<file path="config.mk">
export PLATFORM = sky130hd
export DESIGN_NAME = hwloop_ctrl
export DESIGN_NICKNAME = d
export VERILOG_FILES = /design/src/rtl/hwloop_pkg.sv /design/src/rtl/hwloop_stack.sv /design/src/rtl/hwloop_rep_unit.sv /design/src/rtl/hwloop_do_eval.sv /design/src/rtl/hwloop_ctrl.sv
export SDC_FILE = /design/constraint.sdc
export NUM_CORES = 1
export LEC_CHECK = 0
export BUFFER_PORTS_ARGS = -buffer_cell sky130_fd_sc_hd__buf_2
export CAP_MARGIN = 10
export CORE_ASPECT_RATIO = 1.1
export CORE_MARGIN = 2
export CORE_UTILIZATION = 45
export CTS_CLUSTER_SIZE = 25
export DETAILED_ROUTE_END_ITERATION = 12
export PLACE_DENSITY = 0.69
export SYNTH_ARGS = -nofsm -noshare
export SYNTH_HDL_FRONTEND = slang
export SYNTH_SLANG_ARGS = --single-unit
export TNS_END_PERCENT = 20
</file>
<file path="constraint.sdc">
create_clock -name clk -period 10.88 [get_ports clk]
set_input_delay 2.176 -clock clk [delete_from_list [all_inputs] [get_ports clk]]
set_output_delay 2.176 -clock clk [all_outputs]
set_load 0.02 [all_outputs]
</file>
<file path="src/rtl/hwloop_pkg.sv">
package hwloop_pkg;

    localparam int LOOP_AW = 16;
    localparam int LOOP_CW = 16;

    typedef logic [LOOP_AW-1:0] addr_t;
    typedef logic [LOOP_CW-1:0] cnt_t;

    typedef struct packed {
        addr_t start_pc;
        addr_t end_pc;
        cnt_t  count;
    } loop_entry_t;

    function automatic addr_t addr_inc(input addr_t a);
        return a + addr_t'(1);
    endfunction

    function automatic logic more_than_one(input cnt_t c);
        return c > cnt_t'(1);
    endfunction

endpackage

</file>
<file path="src/rtl/hwloop_stack.sv">
module hwloop_stack
    import hwloop_pkg::*;
#(
    parameter int DEPTH = 2
) (
    input  logic        clk,
    input  logic        rst,
    input  logic        push,
    input  loop_entry_t push_entry,
    input  logic        pop,
    input  logic        dec,
    output loop_entry_t top_entry,
    output logic        empty,
    output logic        full
);
    localparam int SPW = $clog2(DEPTH + 1);

    logic [SPW-1:0] sp_q;
    loop_entry_t    slot_vec [DEPTH];

    assign empty = (sp_q == '0);
    assign full  = (sp_q == SPW'(DEPTH));

    always_ff @(posedge clk) begin
        if (rst) begin
            sp_q <= '0;
        end else if (push && !full) begin
            sp_q <= sp_q + SPW'(1);
        end else if (pop && !empty) begin
            sp_q <= sp_q - SPW'(1);
        end
    end

    for (genvar g = 0; g < DEPTH; g++) begin : g_slot
        loop_entry_t q;
        always_ff @(posedge clk) begin
            if (rst) begin
                q <= '0;
            end else if (push && !full && sp_q == SPW'(g)) begin
                q <= push_entry;
            end else if (dec && !push && !pop && sp_q == SPW'(g + 1)) begin
                q.count <= q.count - cnt_t'(1);
            end
        end
        assign slot_vec[g] = q;
    end

    always_comb begin
        top_entry = '0;
        for (int i = 0; i < DEPTH; i++) begin
            if (sp_q == SPW'(i + 1)) top_entry = slot_vec[i];
        end
    end


    sp_bound_chk: assert property (@(posedge clk) disable iff (rst)
        sp_q <= SPW'(DEPTH));


    count_step_chk: assert property (@(posedge clk) disable iff (rst)
        (dec && !push && !pop && !empty) |=> top_entry.count == $past(top_entry.count) - cnt_t'(1));

endmodule

</file>
<file path="src/rtl/hwloop_rep_unit.sv">
module hwloop_rep_unit
    import hwloop_pkg::*;
(
    input  logic clk,
    input  logic rst,
    input  logic load,
    input  cnt_t load_cnt,
    input  logic freeze,
    output logic hold
);
    logic active_q;
    cnt_t left_q;

    assign hold = active_q && !freeze;

    always_ff @(posedge clk) begin
        if (rst) begin
            active_q <= 1'b0;
            left_q   <= '0;
        end else if (load) begin
            active_q <= more_than_one(load_cnt);
            left_q   <= load_cnt;
        end else if (hold) begin
            left_q   <= left_q - cnt_t'(1);
            active_q <= left_q > cnt_t'(2);
        end
    end


    rep_step_chk: assert property (@(posedge clk) disable iff (rst)
        (hold && !load) |=> left_q == $past(left_q) - cnt_t'(1));


    rep_frozen_chk: assert property (@(posedge clk) disable iff (rst)
        (freeze && !load) |=> $stable(left_q));

endmodule

</file>
<file path="src/rtl/hwloop_do_eval.sv">
module hwloop_do_eval
    import hwloop_pkg::*;
(
    input  addr_t       fetch_pc,
    input  logic        do_start,
    input  cnt_t        do_count,
    input  addr_t       do_end,
    input  logic        freeze,
    input  logic        hold,
    input  logic        stk_empty,
    input  loop_entry_t stk_top,
    output logic        push,
    output loop_entry_t push_entry,
    output logic        pop,
    output logic        dec,
    output logic        redirect,
    output addr_t       redirect_pc
);
    logic live, zero_skip, at_end, again;

    always_comb begin
        live      = !freeze;
        zero_skip = live && do_start && (do_count == '0);
        push      = live && do_start && (do_count != '0);
        at_end    = live && !do_start && !hold && !stk_empty && (fetch_pc == stk_top.end_pc);
        again     = more_than_one(stk_top.count);
        dec       = at_end && again;
        pop       = at_end && !again;

        push_entry.start_pc = addr_inc(fetch_pc);
        push_entry.end_pc   = do_end;
        push_entry.count    = do_count;

        redirect    = zero_skip || dec;
        redirect_pc = zero_skip ? addr_inc(do_end) : stk_top.start_pc;
        if (!redirect) redirect_pc = '0;
    end

endmodule

</file>
<file path="src/rtl/hwloop_ctrl.sv">
module hwloop_ctrl
    import hwloop_pkg::*;
#(
    parameter int DEPTH = 2
) (
    input  logic               clk,
    input  logic               rst,
    input  logic [LOOP_AW-1:0] fetch_pc,
    input  logic               do_start,
    input  logic [LOOP_CW-1:0] do_count,
    input  logic [LOOP_AW-1:0] do_end,
    input  logic               rep_start,
    input  logic [LOOP_CW-1:0] rep_count,
    input  logic               irq_take,
    input  logic               irq_return,
    output logic               redirect_valid,
    output logic [LOOP_AW-1:0] redirect_pc,
    output logic               fetch_hold,
    output logic               loop_active,
    output logic               stack_err
);
    logic        in_isr_q, freeze;
    logic        push, pop, dec, stk_empty, stk_full;
    loop_entry_t push_entry, stk_top;

    assign freeze = irq_take || in_isr_q;

    always_ff @(posedge clk) begin
        if (rst) begin
            in_isr_q <= 1'b0;
        end else if (irq_take) begin
            in_isr_q <= 1'b1;
        end else if (irq_return) begin
            in_isr_q <= 1'b0;
        end
    end

    always_ff @(posedge clk) begin
        if (rst) begin
            stack_err <= 1'b0;
        end else if (push && stk_full) begin
            stack_err <= 1'b1;
        end
    end

    hwloop_rep_unit u_rep (
        .clk      (clk),
        .rst      (rst),
        .load     (rep_start && !freeze),
        .load_cnt (rep_count),
        .freeze   (freeze),
        .hold     (fetch_hold)
    );

    hwloop_do_eval u_eval (
        .fetch_pc    (fetch_pc),
        .do_start    (do_start),
        .do_count    (do_count),
        .do_end      (do_end),
        .freeze      (freeze),
        .hold        (fetch_hold),
        .stk_empty   (stk_empty),
        .stk_top     (stk_top),
        .push        (push),
        .push_entry  (push_entry),
        .pop         (pop),
        .dec         (dec),
        .redirect    (redirect_valid),
        .redirect_pc (redirect_pc)
    );

    hwloop_stack #(.DEPTH(DEPTH)) u_stack (
        .clk        (clk),
        .rst        (rst),
        .push       (push),
        .push_entry (push_entry),
        .pop        (pop),
        .dec        (dec),
        .top_entry  (stk_top),
        .empty      (stk_empty),
        .full       (stk_full)
    );

    assign loop_active = !stk_empty;


    hold_redirect_excl_chk: assert property (@(posedge clk) disable iff (rst)
        !(fetch_hold && redirect_valid));


    isr_quiet_chk: assert property (@(posedge clk) disable iff (rst)
        in_isr_q |-> (!redirect_valid && !fetch_hold));


    err_sticky_chk: assert property (@(posedge clk) disable iff (rst)
        stack_err |=> stack_err);


    pop_drop_chk: assert property (@(posedge clk) disable iff (rst)
        (pop && !push) |=> !$past(redirect_valid));

endmodule

</file>
# Word level (Yosys, flattened, before mapping)
# Index checks and enable logic that the tools add are counted.
# totals
register_bits	117
latchBits	0
mem_bits_rw	0
rom_bits	0
memories	0
# classes
addsub	7
mul	0
div	0
order_cmp	3
eq_ne	3
shift	0
n_mux	16
n_bitwise	0
reduce_logical	38
# ops
operator	n
$mux 16	8
$mux 48	2
$sub 16x1->16 const B	3
$add 16x1->16 const B	2
$gt 16x1->1 const B	2
$logic_and 1x1->1	20
$eq 16x16->1	1
$gt 16x2->1 const B	1
$logic_not 16->1	1
$reduce_bool 16->1	1
$reduce_bool 2->1	5
$logic_not 1->1	8
$mux 1	4
$mux 2	2
$add 2x1->2 const B	1
$eq 2x1->1 const B	1
$eq 2x2->1 const B	1
$logic_not 2->1	1
$logic_or 1x1->1	2
$sub 2x1->2 const B	1

# Logic depth before layout (Yosys ltp)
# logic_depth
depth_word	13
mapped_depth	13

# Hierarchy
# Synthesis repeated with hierarchy kept, for this count alone.
# unflattened
cells_unflattened	1006
hier_area_um2	7143.1
# modules_own_cells
module	n_inst	cells_each	area_per_inst_um2	seq_area_each_um2
hwloop_stack	1	687	4773.3	1961.9
hwloop_do_eval	1	187	1312.5	0.0
hwloop_rep_unit	1	121	970.9	340.3
hwloop_ctrl	1	11	86.3	40.0

# Worst setup path before layout
# No wires, ideal clock.
# synth_path
kind	input-to-output
from	in fetch_pc[7]
to	out redirect_pc[14]
t_arrival_ps	4616
slack_ps	4088
cell_stages	9
path_cell_list	buf_2 > nor2b_1 > o41ai_1 > o311ai_1 > or4_1 > or3_1 > clkbuf_1 > buf_1 > o22ai_1
# synth_via
elab_chain_len	5
# synth_rtl
element	line_no	source
start: declaration	hwloop_ctrl.sv:8	input logic [LOOP_AW-1:0] fetch_pc,
$eq 16x16->1	hwloop_do_eval.sv:25	at_end = live && !do_start && !hold && !stk_empty && (fetch_pc == stk_top.end_pc);
$logic_and 1x1->1	hwloop_do_eval.sv:25	
$logic_and 1x1->1	hwloop_do_eval.sv:27	dec = at_end && again;
$logic_or 1x1->1	hwloop_do_eval.sv:34	redirect = zero_skip || dec;
$mux 16	hwloop_do_eval.sv:36	if (!redirect) redirect_pc = '0;
end: declaration	hwloop_ctrl.sv:17	output logic [LOOP_AW-1:0] redirect_pc,
# No other way between the ends.

# Worst setup path after layout
# layout_path
from	in fetch_pc[0]
to	out redirect_pc[4]
# Same word-level chain as after synthesis.

==> reports/metrics.cfg <==
[timing]
final_hold_viol_count=0
post-route-period-util=0.649
tns_ns=0
setup_viol=0
max-slew-margin-rel=0.224
rsz0062_at_grt=false
drv_slew=0
worst_slew_pin_slew_ns=1.16
clock-skew-final_ns=0.00608
fmax_mhz=142
fin_ws_ns=3.82
min_period_ns=7.06

[finish]
synthToLayoutAreaGrowth_pct=16.8
nNetsFinal=1019
drive_above_1_share=0.154
fillers=1483
final_area_mm2=0.00798

[power]
power.density_mw_per_mm2=157
peakVddDrop_mv=0.113
leakage_nw=2.91

[cts]
ctsRootBufferMaster=clkbuf_16
cts.htree.levels=4
cts_tree=yes
cts_sinks=117
clkTransAtPathRegs_ns=0.05
postCtsHoldBufs=0
post_cts_buffers=0
clkLatencyLatePin_ns=0.42
numCtsBuffers=17
cts_buffer_depth=2
post_cts_resized=0

[setup_path]
crit_family=simple AND/OR/NAND/NOR gates
cp.arrival_ns=4.88
required_ns=8.70
r2r_cells=11
worst-path-buf-inv=2
critical-path-max-stage-delay_ns=0.66
critPathKind=in2out
cp-end-kind=output pin
slowest_stage=or3_1
path_cells=buf_2, nor2b_1, o41ai_1, o311ai_1, or4_1, or3_1, o22ai_1, buf_2
critical_path_peak_fanout=20
cp.depth=8
crit_path_frequent_cell=buf_2
critPathLaunchType=primary input

[logic_synthesis]
synth_ff_type=dfxtp_1
netlist_area_mm2=0.00683
synth_common_cells=nand2_1, dfxtp_1, nor2_1
async_reset_ff_frac=0
avgSynthCellArea_um2=7.68
synth_most_common_cell=nand2_1
synth_area_leaders=dfxtp_1, nand2_1, nor2_1
synth-edff-count=0
netlist_instances=890
yosys.area.top_type=dfxtp_1
ys.warnings.count=0
ys_types=62
synth_top_area_frac=0.343
synth_nets=969
yosys_register_bits=117
ys_seq_area_frac=0.343

[run]
max_cap_violations=0

[die]
dieHeight_um=133
die_area_mm2=0.0162
coreArea_mm2=0.0149
die_x_um=122
rows=47
ioPinCount=90
start_util=0.458

[placement]
dpl-instance-area_mm2=0.00732
gp_congestion=0.892
portBuffers=89
hpwl_mm=13.9
dp_slack_ns=3.90

[global_routing]
grt_pass1_vias=6200
antenna_found_initial=1
grt_pass1_wl_mm=32.2
grt_max_degree=70
gr-total-overflow=0
grt_usage=0.250

[drt]
viasPerCell=6.01
wl_per_cell_um=17.5
drtIter0Drc=637
drc=0
dr.pass1.iters=6
vias=6914
ant_nets=0
drt_wl_total_mm=20.1

[worst_hold_path]
hold_path_class=reg2reg
min_path_cells=2

[status]
status=finished, final reports clean

-- final timing paths --
path                            slack (ns)                 endpoint                    start
worst max-delay path                  3.82           redirect_pc[4]              fetch_pc[0]
worst min-delay path                  0.46  u_stack.g_slot[0].q[33]  u_stack.g_slot[0].q[33]
worst min register to register        0.46  u_stack.g_slot[0].q[33]  u_stack.g_slot[0].q[33]
worst max register to register        6.40  u_stack.g_slot[0].q[13]          u_stack.sp_q[0]
-- final cells by class --
class                   count  area, µm²  share of cell area
clock inverters            13        203              0.0254
diodes                      1       2.50            0.000314
well taps                 196        245              0.0307
inverters                  21       78.8             0.00988
repair buffers             95        493              0.0618
flip-flops and latches    117       2340               0.293
multi-input cells         688       4160               0.522
clock buffers              19        453              0.0567
-- registers in the layout, summed over array words and instances (netlist names) --
name,count
u_stack.g_slot.q,96
u_rep.left_q,16
u_stack.sp_q,2
in_isr_q,1
stack_err,1
u_rep.active_q,1
-- stage by stage --
stage / hold slack (ns) / power (mW) / std cells / util
after floorplan: 0.436 / 0.577 / 890 / -
after global placement: 0.445 / 0.630 / 1117 / 0.490
after detailed placement: 0.449 / 0.631 / 1117 / 0.490
after CTS: 0.456 / 1.25 / 1149 / 0.534
after global routing: 0.487 / 1.30 / 1150 / 0.534
final: 0.458 / 1.25 / 1150 / 0.534
-- report_power, final --
part           total, mW  internal [mW]  switching [mW]
combinational      0.161         0.0579           0.104
clock              0.624          0.417           0.207
sequential         0.464          0.449          0.0154
-- metal layers --
metal | global-route usage | up-vias | part of all wire
met4 | 0.0773 | 0 | 0.020
li1 | - | 3403 | -
met2 | 0.381 | 229 | 0.45
met1 | 0.355 | 3249 | 0.47
met3 | 0.0522 | 33 | 0.058
met5 | 0 | - | 0
-- placed cells by master (no fill, tap or decap), types with 19 or more instances in the layout --
cell,Yosys,routed
nand3_1,24,24
a311oi_1,21,21
o21ai_0,20,20
nor2_1,94,94
dfxtp_1,117,117
a211oi_1,39,39
buf_2,5,88
a21oi_1,57,57
inv_1,21,21
o22ai_1,19,19
nand2_1,119,119
xor2_1,24,24
or4_1,26,26
-- tightest hold or removal path, stage by stage (launching register included) --
cell	delay [ns]
dfxtp_1	0.31
nand2_1	0.05
a21oi_1	0.05
-- cell families after synthesis --
kind of cell	count (synthesis)	synth area share
AND/OR/NAND/NOR	393	0.289
AO/OA/AOI/OAI	240	0.243
flip-flops	117	0.343
adder cells (fa/ha/maj)	9	0.0165
buffers and inverters	85	0.0487
multiplexers	4	0.00641
XOR/XNOR	42	0.0538
No activity file was read; power rests on OpenSTA's default activity.
